--- src/rtl/sse_pkg.sv ---
package sse_pkg;
  localparam int RATE_W = 3;

  typedef struct packed {
    logic              master;
    logic              clkPol;
    logic              effPha;
    logic              msbFirst;
    logic [RATE_W-1:0] rate;
  } sse_cfg_t;

  typedef struct packed {
    logic load;
    logic launch;
    logic sample;
    logic finish;
  } sse_strobe_t;
endpackage

--- src/rtl/sse_ctrl.sv ---
module sse_ctrl
  import sse_pkg::*;
#(
  parameter int DATA_W         = 8,
  parameter int MAX_RATE       = 6,
  parameter int BASE_HALF_LOG2 = 1,
  parameter int SYNC_STAGES    = 2
) (
  input  logic              clk,
  input  logic              rstN,
  input  logic              isMaster,
  input  logic [RATE_W-1:0] rateSel,
  input  logic              clkPol,
  input  logic              clkPha,
  input  logic              syncMode,
  input  logic              msbFirst,
  input  logic              start,
  input  logic              sclkIn,
  input  logic              csInN,
  output sse_cfg_t          cfgQ,
  output sse_strobe_t       stb,
  output logic              busy,
  output logic              sclkOut,
  output logic              csOutN
);
  localparam int CNT_W  = BASE_HALF_LOG2 + MAX_RATE;
  localparam int EDGE_W = $clog2(2 * DATA_W + 1);
  localparam logic [EDGE_W-1:0] LAST_EDGE = EDGE_W'(2 * DATA_W);
  localparam logic [CNT_W-1:0]  CNT_ALL   = '1;
  localparam logic [RATE_W-1:0] RATE_CAP  = RATE_W'(MAX_RATE);

  // synchronisers for the slave-side clock and select
  logic [SYNC_STAGES-1:0] sclkSyn, csSyn;
  logic sclkS, csS, sclkPrev, csPrev;

  genvar gi;
  generate
    for (gi = 0; gi < SYNC_STAGES; gi++) begin : g_sync
      always_ff @(posedge clk or negedge rstN) begin
        if (!rstN) begin
          sclkSyn[gi] <= 1'b0;
          csSyn[gi]   <= 1'b1;
        end else begin
          sclkSyn[gi] <= (gi == 0) ? sclkIn : sclkSyn[(gi == 0) ? 0 : gi - 1];
          csSyn[gi]   <= (gi == 0) ? csInN  : csSyn[(gi == 0) ? 0 : gi - 1];
        end
      end
    end
  endgenerate

  assign sclkS = sclkSyn[SYNC_STAGES-1];
  assign csS   = csSyn[SYNC_STAGES-1];

  sse_cfg_t          cfgNext;
  logic [RATE_W-1:0] rateCap;
  logic [CNT_W-1:0]  halfLim, divCnt;
  logic [EDGE_W-1:0] edgeCnt, edgeNum;
  logic              lvl, go, abortFrame, tick, isSample, slaveEdge;

  always_comb begin
    cfgNext.master   = isMaster;
    cfgNext.clkPol   = clkPol;
    cfgNext.effPha   = syncMode ? 1'b0 : clkPha;
    cfgNext.msbFirst = msbFirst;
    cfgNext.rate     = rateSel;
  end

  always_comb begin
    rateCap = (cfgQ.rate > RATE_CAP) ? RATE_CAP : cfgQ.rate;
    halfLim = CNT_ALL >> (RATE_CAP - rateCap);
  end

  assign edgeNum    = edgeCnt + EDGE_W'(1);
  assign isSample   = edgeNum[0] ^ cfgQ.effPha;
  assign slaveEdge  = sclkS ^ sclkPrev;
  assign go         = !busy && (isMaster ? start : (csPrev && !csS));
  assign abortFrame = busy && !cfgQ.master && csS;
  assign tick       = busy && !abortFrame &&
                      (cfgQ.master ? (divCnt == halfLim) : slaveEdge);

  always_comb begin
    stb.load   = !busy;
    stb.sample = tick && isSample;
    stb.launch = tick && !isSample &&
                 (cfgQ.effPha ? (edgeNum != EDGE_W'(1)) : (edgeNum != LAST_EDGE));
    stb.finish = tick && (edgeNum == LAST_EDGE);
  end

  always_ff @(posedge clk or negedge rstN) begin
    if (!rstN) begin
      busy     <= 1'b0;
      cfgQ     <= '0;
      divCnt   <= '0;
      edgeCnt  <= '0;
      lvl      <= 1'b0;
      sclkPrev <= 1'b0;
      csPrev   <= 1'b1;
    end else begin
      sclkPrev <= sclkS;
      csPrev   <= csS;
      if (!busy) begin
        cfgQ    <= cfgNext;
        divCnt  <= '0;
        edgeCnt <= '0;
        lvl     <= 1'b0;
        if (go) busy <= 1'b1;
      end else if (abortFrame) begin
        busy <= 1'b0;
      end else begin
        if (cfgQ.master) divCnt <= tick ? '0 : divCnt + CNT_W'(1);
        if (tick) begin
          edgeCnt <= edgeNum;
          if (cfgQ.master) lvl <= ~lvl;
          if (edgeNum == LAST_EDGE) busy <= 1'b0;
        end
      end
    end
  end

  assign sclkOut = cfgQ.clkPol ^ lvl;
  assign csOutN  = ~(busy & cfgQ.master);
endmodule

--- src/rtl/sse_datapath.sv ---
module sse_datapath
  import sse_pkg::*;
#(
  parameter int DATA_W      = 8,
  parameter int SYNC_STAGES = 2
) (
  input  logic              clk,
  input  logic              rstN,
  input  sse_strobe_t       stb,
  input  logic              useRawSdi,
  input  logic              msbOrder,
  input  logic [DATA_W-1:0] txByte,
  input  logic              sdi,
  output logic              sdo,
  output logic [DATA_W-1:0] rxByte,
  output logic              done
);
  logic [DATA_W-1:0]      txShift, rxShift, rxNext;
  logic [SYNC_STAGES-1:0] sdiSyn;
  logic                   sdiBit;

  always_ff @(posedge clk or negedge rstN) begin
    if (!rstN) sdiSyn <= '0;
    else       sdiSyn <= {sdiSyn[SYNC_STAGES-2:0], sdi};
  end

  // slave data is delayed as much as the slave clock so both stay aligned
  assign sdiBit = useRawSdi ? sdi : sdiSyn[SYNC_STAGES-1];
  assign sdo    = msbOrder ? txShift[DATA_W-1] : txShift[0];

  always_comb begin
    rxNext = rxShift;
    if (stb.sample)
      rxNext = msbOrder ? {rxShift[DATA_W-2:0], sdiBit} : {sdiBit, rxShift[DATA_W-1:1]};
  end

  always_ff @(posedge clk or negedge rstN) begin
    if (!rstN) begin
      txShift <= '0;
      rxShift <= '0;
      rxByte  <= '0;
      done    <= 1'b0;
    end else begin
      if (stb.load)        txShift <= txByte;
      else if (stb.launch) txShift <= msbOrder ? {txShift[DATA_W-2:0], 1'b0}
                                               : {1'b0, txShift[DATA_W-1:1]};
      rxShift <= rxNext;
      if (stb.finish) rxByte <= rxNext;
      done <= stb.finish;
    end
  end
endmodule

--- src/rtl/ser_shift_engine.sv ---
module ser_shift_engine
  import sse_pkg::*;
#(
  parameter int DATA_W         = 8,
  parameter int MAX_RATE       = 6,
  parameter int BASE_HALF_LOG2 = 1,
  parameter int SYNC_STAGES    = 2
) (
  input  logic              clk,
  input  logic              rstN,
  input  logic              isMaster,
  input  logic [2:0]        rateSel,
  input  logic              clkPol,
  input  logic              clkPha,
  input  logic              syncMode,
  input  logic              msbFirst,
  input  logic              start,
  input  logic [DATA_W-1:0] txByte,
  output logic [DATA_W-1:0] rxByte,
  output logic              done,
  input  logic              sclkIn,
  input  logic              csInN,
  output logic              sclkOut,
  output logic              sclkOe,
  output logic              csOutN,
  input  logic              sdi,
  output logic              sdo
);
  sse_cfg_t    cfgQ;
  sse_strobe_t stb;
  logic        busy;

  sse_ctrl #(
    .DATA_W(DATA_W), .MAX_RATE(MAX_RATE),
    .BASE_HALF_LOG2(BASE_HALF_LOG2), .SYNC_STAGES(SYNC_STAGES)
  ) ctrl_i (
    .clk(clk), .rstN(rstN), .isMaster(isMaster), .rateSel(rateSel),
    .clkPol(clkPol), .clkPha(clkPha), .syncMode(syncMode), .msbFirst(msbFirst),
    .start(start), .sclkIn(sclkIn), .csInN(csInN), .cfgQ(cfgQ), .stb(stb),
    .busy(busy), .sclkOut(sclkOut), .csOutN(csOutN)
  );

  sse_datapath #(.DATA_W(DATA_W), .SYNC_STAGES(SYNC_STAGES)) dp_i (
    .clk(clk), .rstN(rstN), .stb(stb), .useRawSdi(cfgQ.master),
    .msbOrder(cfgQ.msbFirst), .txByte(txByte), .sdi(sdi), .sdo(sdo),
    .rxByte(rxByte), .done(done)
  );

  assign sclkOe = cfgQ.master;
endmodule

--- config.mk ---
export PLATFORM = sky130hd
export DESIGN_NAME = ser_shift_engine
export DESIGN_NICKNAME = d
export VERILOG_FILES = /design/src/rtl/sse_pkg.sv /design/src/rtl/sse_ctrl.sv /design/src/rtl/sse_datapath.sv /design/src/rtl/ser_shift_engine.sv
export SDC_FILE = /design/constraint.sdc
export NUM_CORES = 1
export LEC_CHECK = 0
export ABC_CLOCK_PERIOD_IN_PS = 3600
export BUFFER_PORTS_ARGS = -buffer_cell sky130_fd_sc_hd__buf_2
export CORE_UTILIZATION = 40
export DETAILED_ROUTE_END_ITERATION = 12
export PLACE_DENSITY_LB_ADDON = 0.05
export RECOVER_POWER = 100
export SLEW_MARGIN = 20
export SYNTH_ARGS = -nofsm -noshare
export SYNTH_HDL_FRONTEND = slang
export SYNTH_SLANG_ARGS = --single-unit
--- constraint.sdc ---
create_clock -name clk -period 3.6 [get_ports clk]
set_input_delay 0.18 -clock clk [delete_from_list [all_inputs] [get_ports clk]]
set_output_delay 0.18 -clock clk [all_outputs]
set_load 0.01 [all_outputs]
; ---- Word-level counts from Yosys, hierarchy flattened
; Index checks and enable logic that the tools add are counted.
; Widths: inputs -> output; s select.
[totals]
ram_bits = 0
mem_bits_ro = 0
memories = 0
latchBits = 0
input_bits = 22
regBits = 54
elab_cells = 85
output_inout_bits = 13
[op_classes]
reduce_logical = 18
n_eq_ne = 8
n_shift = 1
muxes = 28
order_cmp = 1
n_mul = 0
n_addsub = 3
n_div = 0
bitwise = 6
[ops]
columns = cell, n
row1 = $mux 8, 5
row2 = $mux 7, 4
row3 = $mux 1, 15
row4 = $mux 5, 3
row5 = $logic_and 1x1->1, 10
row6 = $add 7x1->7 const B, 1
row7 = $eq 7x7->1, 1
row8 = $shr 7x3->7 const A, 1
row9 = $add 5x1->5 const B, 1
row10 = $eq 5x5->1 const B, 1
row11 = $logic_not 1->1, 5
row12 = $ne 5x1->1 const B, 1
row13 = $ne 5x5->1 const B, 1
row14 = $ne 2x1->1 const B, 2
row15 = $ne 2x2->1 const B, 2
row16 = $reduce_and 2->1, 2
row17 = $gt 3x3->1 const B, 1
row18 = $mux 3, 1
row19 = $reduce_and 3->1, 1
row20 = $sub 3x3->3 const A, 1
row21 = $xor 1x1->1, 3
row22 = $not 1->1, 2
row23 = $and 1x1->1, 1

; ---- Depth between registers and ports, before layout
[logic_depth]
word_depth = 11
ltp_mapped = 13

; ---- Modules after synthesis
; From an unflattened synthesis, not the netlist that was laid out.
[unflattened]
hier_cells = 265
hier_area_um2 = 2822.7
[modules_own_cells]
columns = mod, cells_each, n_inst, area_each_um2, seq_area_each_um2
row1 = sse_ctrl, 158, 1, 1567.8, 679.4
row2 = sse_datapath, 107, 1, 1255.0, 675.6

; ---- Least setup slack after synthesis
; OpenSTA, ideal clock, no wires.
[synth_timing]
path_kind = reg2reg
startpoint = register, netlist name ctrl_i.cfgQ[2]
endpoint = register dp_i.rxByte[0]
path_slack_ps = 765
setup_time_ps = 125
synth_period_minus_slack_ps = 2835
t_required_ps = 3475
arrival_ps = 2710
stages_incl_launch_ff = 14
cell_sequence = dfrtp_1 -> nand2_1 -> nand2_1 -> inv_1 -> ha_1 -> inv_1 -> ha_1 -> nand2b_1 -> a2111oi_2 -> and4_1 -> a21boi_2 -> or3_1 -> buf_4 -> mux2_4
[synth_between]
elab_chain_cells = 9
word_cells_on_any_way = 10
[synth_lines]
columns = element, line_no
row1 = $gt 3x3->1, sse_ctrl.sv:69  ; rateCap = (cfgQ.rate > RATE_CAP) ? RATE_CAP : cfgQ.rate;
row2 = $mux 3 *, sse_ctrl.sv:69
row3 = $sub 3x3->3 *, sse_ctrl.sv:70  ; halfLim = CNT_ALL >> (RATE_CAP - rateCap);
row4 = $shr 7x3->7 *, sse_ctrl.sv:70
row5 = $eq 7x7->1 *, sse_ctrl.sv:79  ; (cfgQ.master ? (divCnt == halfLim) : slaveEdge);
row6 = $mux 1 *, sse_ctrl.sv:79
row7 = $logic_and 1x1->1 *, sse_ctrl.sv:78  ; assign tick = busy && !abortFrame &&
row8 = $logic_and 1x1->1, sse_ctrl.sv:83  ; stb.sample = tick && isSample;
row9 = $mux 8, sse_datapath.sv:33  ; if (stb.sample)
row10 = "end signal, assigned", sse_datapath.sv:48  ; if (stb.finish) rxByte <= rxNext;
row11 = "end, declared", sse_datapath.sv:15  ; output logic [DATA_W-1:0] rxByte,
; Every way passes the cells marked *; elsewhere a longest branch is shown, timed or not.
; A chain may end at the register's enable or synchronous reset.

; ---- Worst setup path in the final report
[layout_timing]
startpoint = register, netlist name ctrl_i.cfgQ[1]
endpoint = register dp_i.rxByte[0]
[layout_between]
elab_chain_cells = 9
word_cells_on_any_way = 10
[layout_lines]
columns = element, line_no
row1 = $gt 3x3->1, sse_ctrl.sv:69
row2 = $mux 3 *, sse_ctrl.sv:69
row3 = $sub 3x3->3 *, sse_ctrl.sv:70
row4 = $shr 7x3->7 *, sse_ctrl.sv:70
row5 = $eq 7x7->1 *, sse_ctrl.sv:79
row6 = $mux 1 *, sse_ctrl.sv:79
row7 = $logic_and 1x1->1 *, sse_ctrl.sv:78
row8 = $logic_and 1x1->1, sse_ctrl.sv:83
row9 = $mux 8, sse_datapath.sv:33
; Marks and branches as above.

==> metrics.txt <==
clk buf depth=2; yosys warns=0; first-pass GRT wire length=9780 µm; synthesized area=0.00288 mm²; Clock Skew=0.0135 ns; Hold EP=ctrl_i.cfgQ[4]; net count after synthesis=296; die height=86.8 µm; Critical Path RT=3.81 ns; Max Fanout on Critical Path=9; minimum clock period=3.20 ns; Die Wd=86.8 µm; clock latency on the worst-skew pair=0.31 ns; Sw Ratio=36.3%; register area share after synthesis=47.1%; Port-buffer cells=34; Die Area=0.00754 mm²; ANT cells=0; Layout area overhead=11.4%; Post-Route WL=5700 µm; Design Area, Final=0.00321 mm²; largest net degree at the start of global routing=30; worst path cell trace=nand2_1 -> nand2_1 -> inv_1 -> ha_1 -> inv_1 -> ha_1 -> nand2b_1 -> a2111oi_2 -> and4_1 -> a21boi_0 -> or3_1 -> mux2_1; fin. max-slew vios=0; DR iter-0 viols=57; clock-pin slew on the worst setup and hold paths=0.11 ns; Comb pwr share=30.7%; gr ovfl total=0; CP max stage cell=or3_1; # IOs=35; TNS Setup=0 ns; H-tree depth=2; initial core utilization=41.9%; DP Cell Count=388; CTS Sinks=54; HPWL after DPL=3890 µm; area leader, netlist=dfrtp_1; initial antenna violation count=0; DRC errors left=0; clock network fraction of total power=21.3%; power per cell area=534 mW/mm²; P_sw=0.622 mW; Post-Place Cell Area=0.00315 mm²; crit share post-route=88.9%; number of global-route vias before repair=2032; peak supply drop=0.205 mV; CTS tree=yes; startpoint types=register; syn avg cell area=10.8 µm²; DR vias=2041; Async SR Flop Fraction=100%; Worst Reg-to-Reg Cells=12; GR Util All Layers=16.6%; count of final hold-check violations=0; Setup crit end kind=register; WL/cell=14.2 µm; hold depth=2; most frequent cells in the layout=dfrtp_1 (51), mux2_2 (19), a21oi_1 (19), buf_2 (19), clkbuf_1 (19); fmax=313 MHz; hold slack=0.0393 ns; Register Area=0.00136 mm²; post_cts resized=0; Crit Path Class=reg -> reg; share of the synthesized area in the top cell type=44.3%; reg2reg setup slack=0.40 ns; share of post-route cells with drive strength above 1=17.1%; RR Endpoint=dp_i.rxByte[0]; Max-cap violations=0; core footprint=0.00687 mm²; ANT nets after route=0; fin util=46.7%; FP Rows=30; area occupied by multi-input gates=0.00136 mm²; status=finished clean; main flop type after synthesis=dfrtp_1; ranking of synthesized cells by area=dfrtp_1 (44%), mux2_2 (7.4%), mux2_4 (5.2%), mux2i_1 (4.9%), a21oi_1 (3.3%); HP Start=syncMode; RePlAce Congestion=0.728; Int Power=1.09 mW; EDFF count, synth=0; actual slew at the worst max-slew pin=1.44 ns; worst path arrival time=3.41 ns; Fill cells=683; Final nets=332; unique cell type count in the Yosys netlist=46; Post-Syn Instances=267; CTS buffer count=5; vias per cell=5.10; #FFs+latches synth=54; part of the power in registers=48.0%; most common cell after layout, fill and taps aside=dfrtp_1; Crit Reg-Reg Startpoint=ctrl_i.cfgQ[1]; First-pass DRT Iterations=4; unrepaired setup endpoints after global routing=false; setup violators final=0; LEAKAGE=1.44 nW; fin cells=400; root buf cell=clkbuf_8; biggest cell delay along the critical path=0.61 ns; min-delay worst type=in -> reg; Slew HR=4.33%
[per-layer routing]
| layer | share of wire [%] | GRT usage (%) | vias to the layer above |
|---|---|---|---|
| li1 | - | - | 1019 |
| met1 | 51 | 23.1 | 986 |
| met2 | 46 | 26.6 | 32 |
| met3 | 2.6 | 3.24 | 4 |
| met4 | 0.74 | 4.09 | 0 |
| met5 | 0 | 0 | - |
[cell type report]
cell class              count  area share (%)
well taps                  96            3.74
multi-input cells         182            42.3
clock inverters             3           0.897
inverters                  16            1.87
repair buffers             44            6.83
flip-flops and latches     54            42.2
clock buffers               5            2.15
[critical path: cells and delay by family, from the launching register on]
| family | cells | cell delay, ns |
|---|---|---|
| compound gates | 2 | 0.50 |
| fa+ha+maj | 2 | 0.48 |
| buf+inv | 2 | 0.11 |
| flops | 1 | 0.43 |
| mux | 1 | 0.40 |
| simple gates | 5 | 1.18 |
[how the worst max path moves through the flow]
stage,from,slack (ns),cells after the start,end
after floorplan,ctrl_i.cfgQ[2],0.77,13,dp_i.rxByte[0]
after global placement,ctrl_i.cfgQ[2],0.48,12,dp_i.rxByte[7]
after detailed placement,ctrl_i.cfgQ[2],0.42,12,dp_i.rxByte[0]
after CTS,ctrl_i.cfgQ[2],0.42,12,dp_i.rxByte[0]
after global routing,ctrl_i.cfgQ[2],0.13,12,dp_i.rxByte[7]
final,ctrl_i.cfgQ[1],0.40,12,dp_i.rxByte[0]
[registers in the layout (all words and copies together) (netlist names), 2 cells and up]
register	flops
dp_i.txShift	8
ctrl_i.cfgQ	7
ctrl_i.divCnt	7
ctrl_i.edgeCnt	5
dp_i.sdiSyn	2
dp_i.rxByte	8
dp_i.rxShift	8
[stage by stage]
stage               setup WS, ns  total power, mW
finish                     0.400             1.71
global route               0.133             1.84
CTS                        0.422             1.76
detailed placement         0.416             1.38
global placement           0.475             1.38
floorplan                  0.765             1.23
[synthesized netlist by cell type (2+ instances only)]
cell / number
nand4b_1: 2
or3_1: 7
nand3_1: 8
nand2b_1: 4
ha_1: 7
inv_1: 15
mux2_4: 10
nor3_1: 2
mux2_2: 19
a21oi_1: 19
a22oi_1: 2
nand2_1: 17
xnor2_1: 7
nor2_1: 8
buf_2: 2
and3_1: 3
o2bb2ai_1: 6
dfrtp_1: 51
xor2_1: 4
buf_1: 2
mux2i_1: 14
nor2b_1: 4
o21ai_0: 13
o21a_1: 3
dfstp_2: 3
o31ai_1: 6
clkbuf_1: 10
[power groups by stage]
| stage | Clock [mW] | Sequential, mW | Combinational, mW |
|---|---|---|---|
| after CTS | 0.382 | 0.820 | 0.554 |
| after global routing | 0.403 | 0.844 | 0.592 |
| after detailed placement | 0 | 0.833 | 0.547 |
| final | 0.365 | 0.821 | 0.525 |
| after floorplan | 0 | 0.786 | 0.443 |
| after global placement | 0 | 0.833 | 0.545 |
[kinds of logic (layout without fill, tap and decap cells)]
logic type,Yosys count,in the layout,share of synthesized area [%]
fa+ha+maj,7,7,3.04
flops,54,54,47.1
mux,43,43,17.5
xor+xnor,11,11,3.35
buf+inv,31,68,4.26
compound gates,60,60,13.7
simple gates,61,61,11.0
[what timing repair did]
action,CTS,global route
endpoints found under the setup margin,0,0
hold buffers,4,0
endpoints found under the hold margin,25,0
buffers inserted,0,0
No activity file was read; power rests on OpenSTA's default activity.
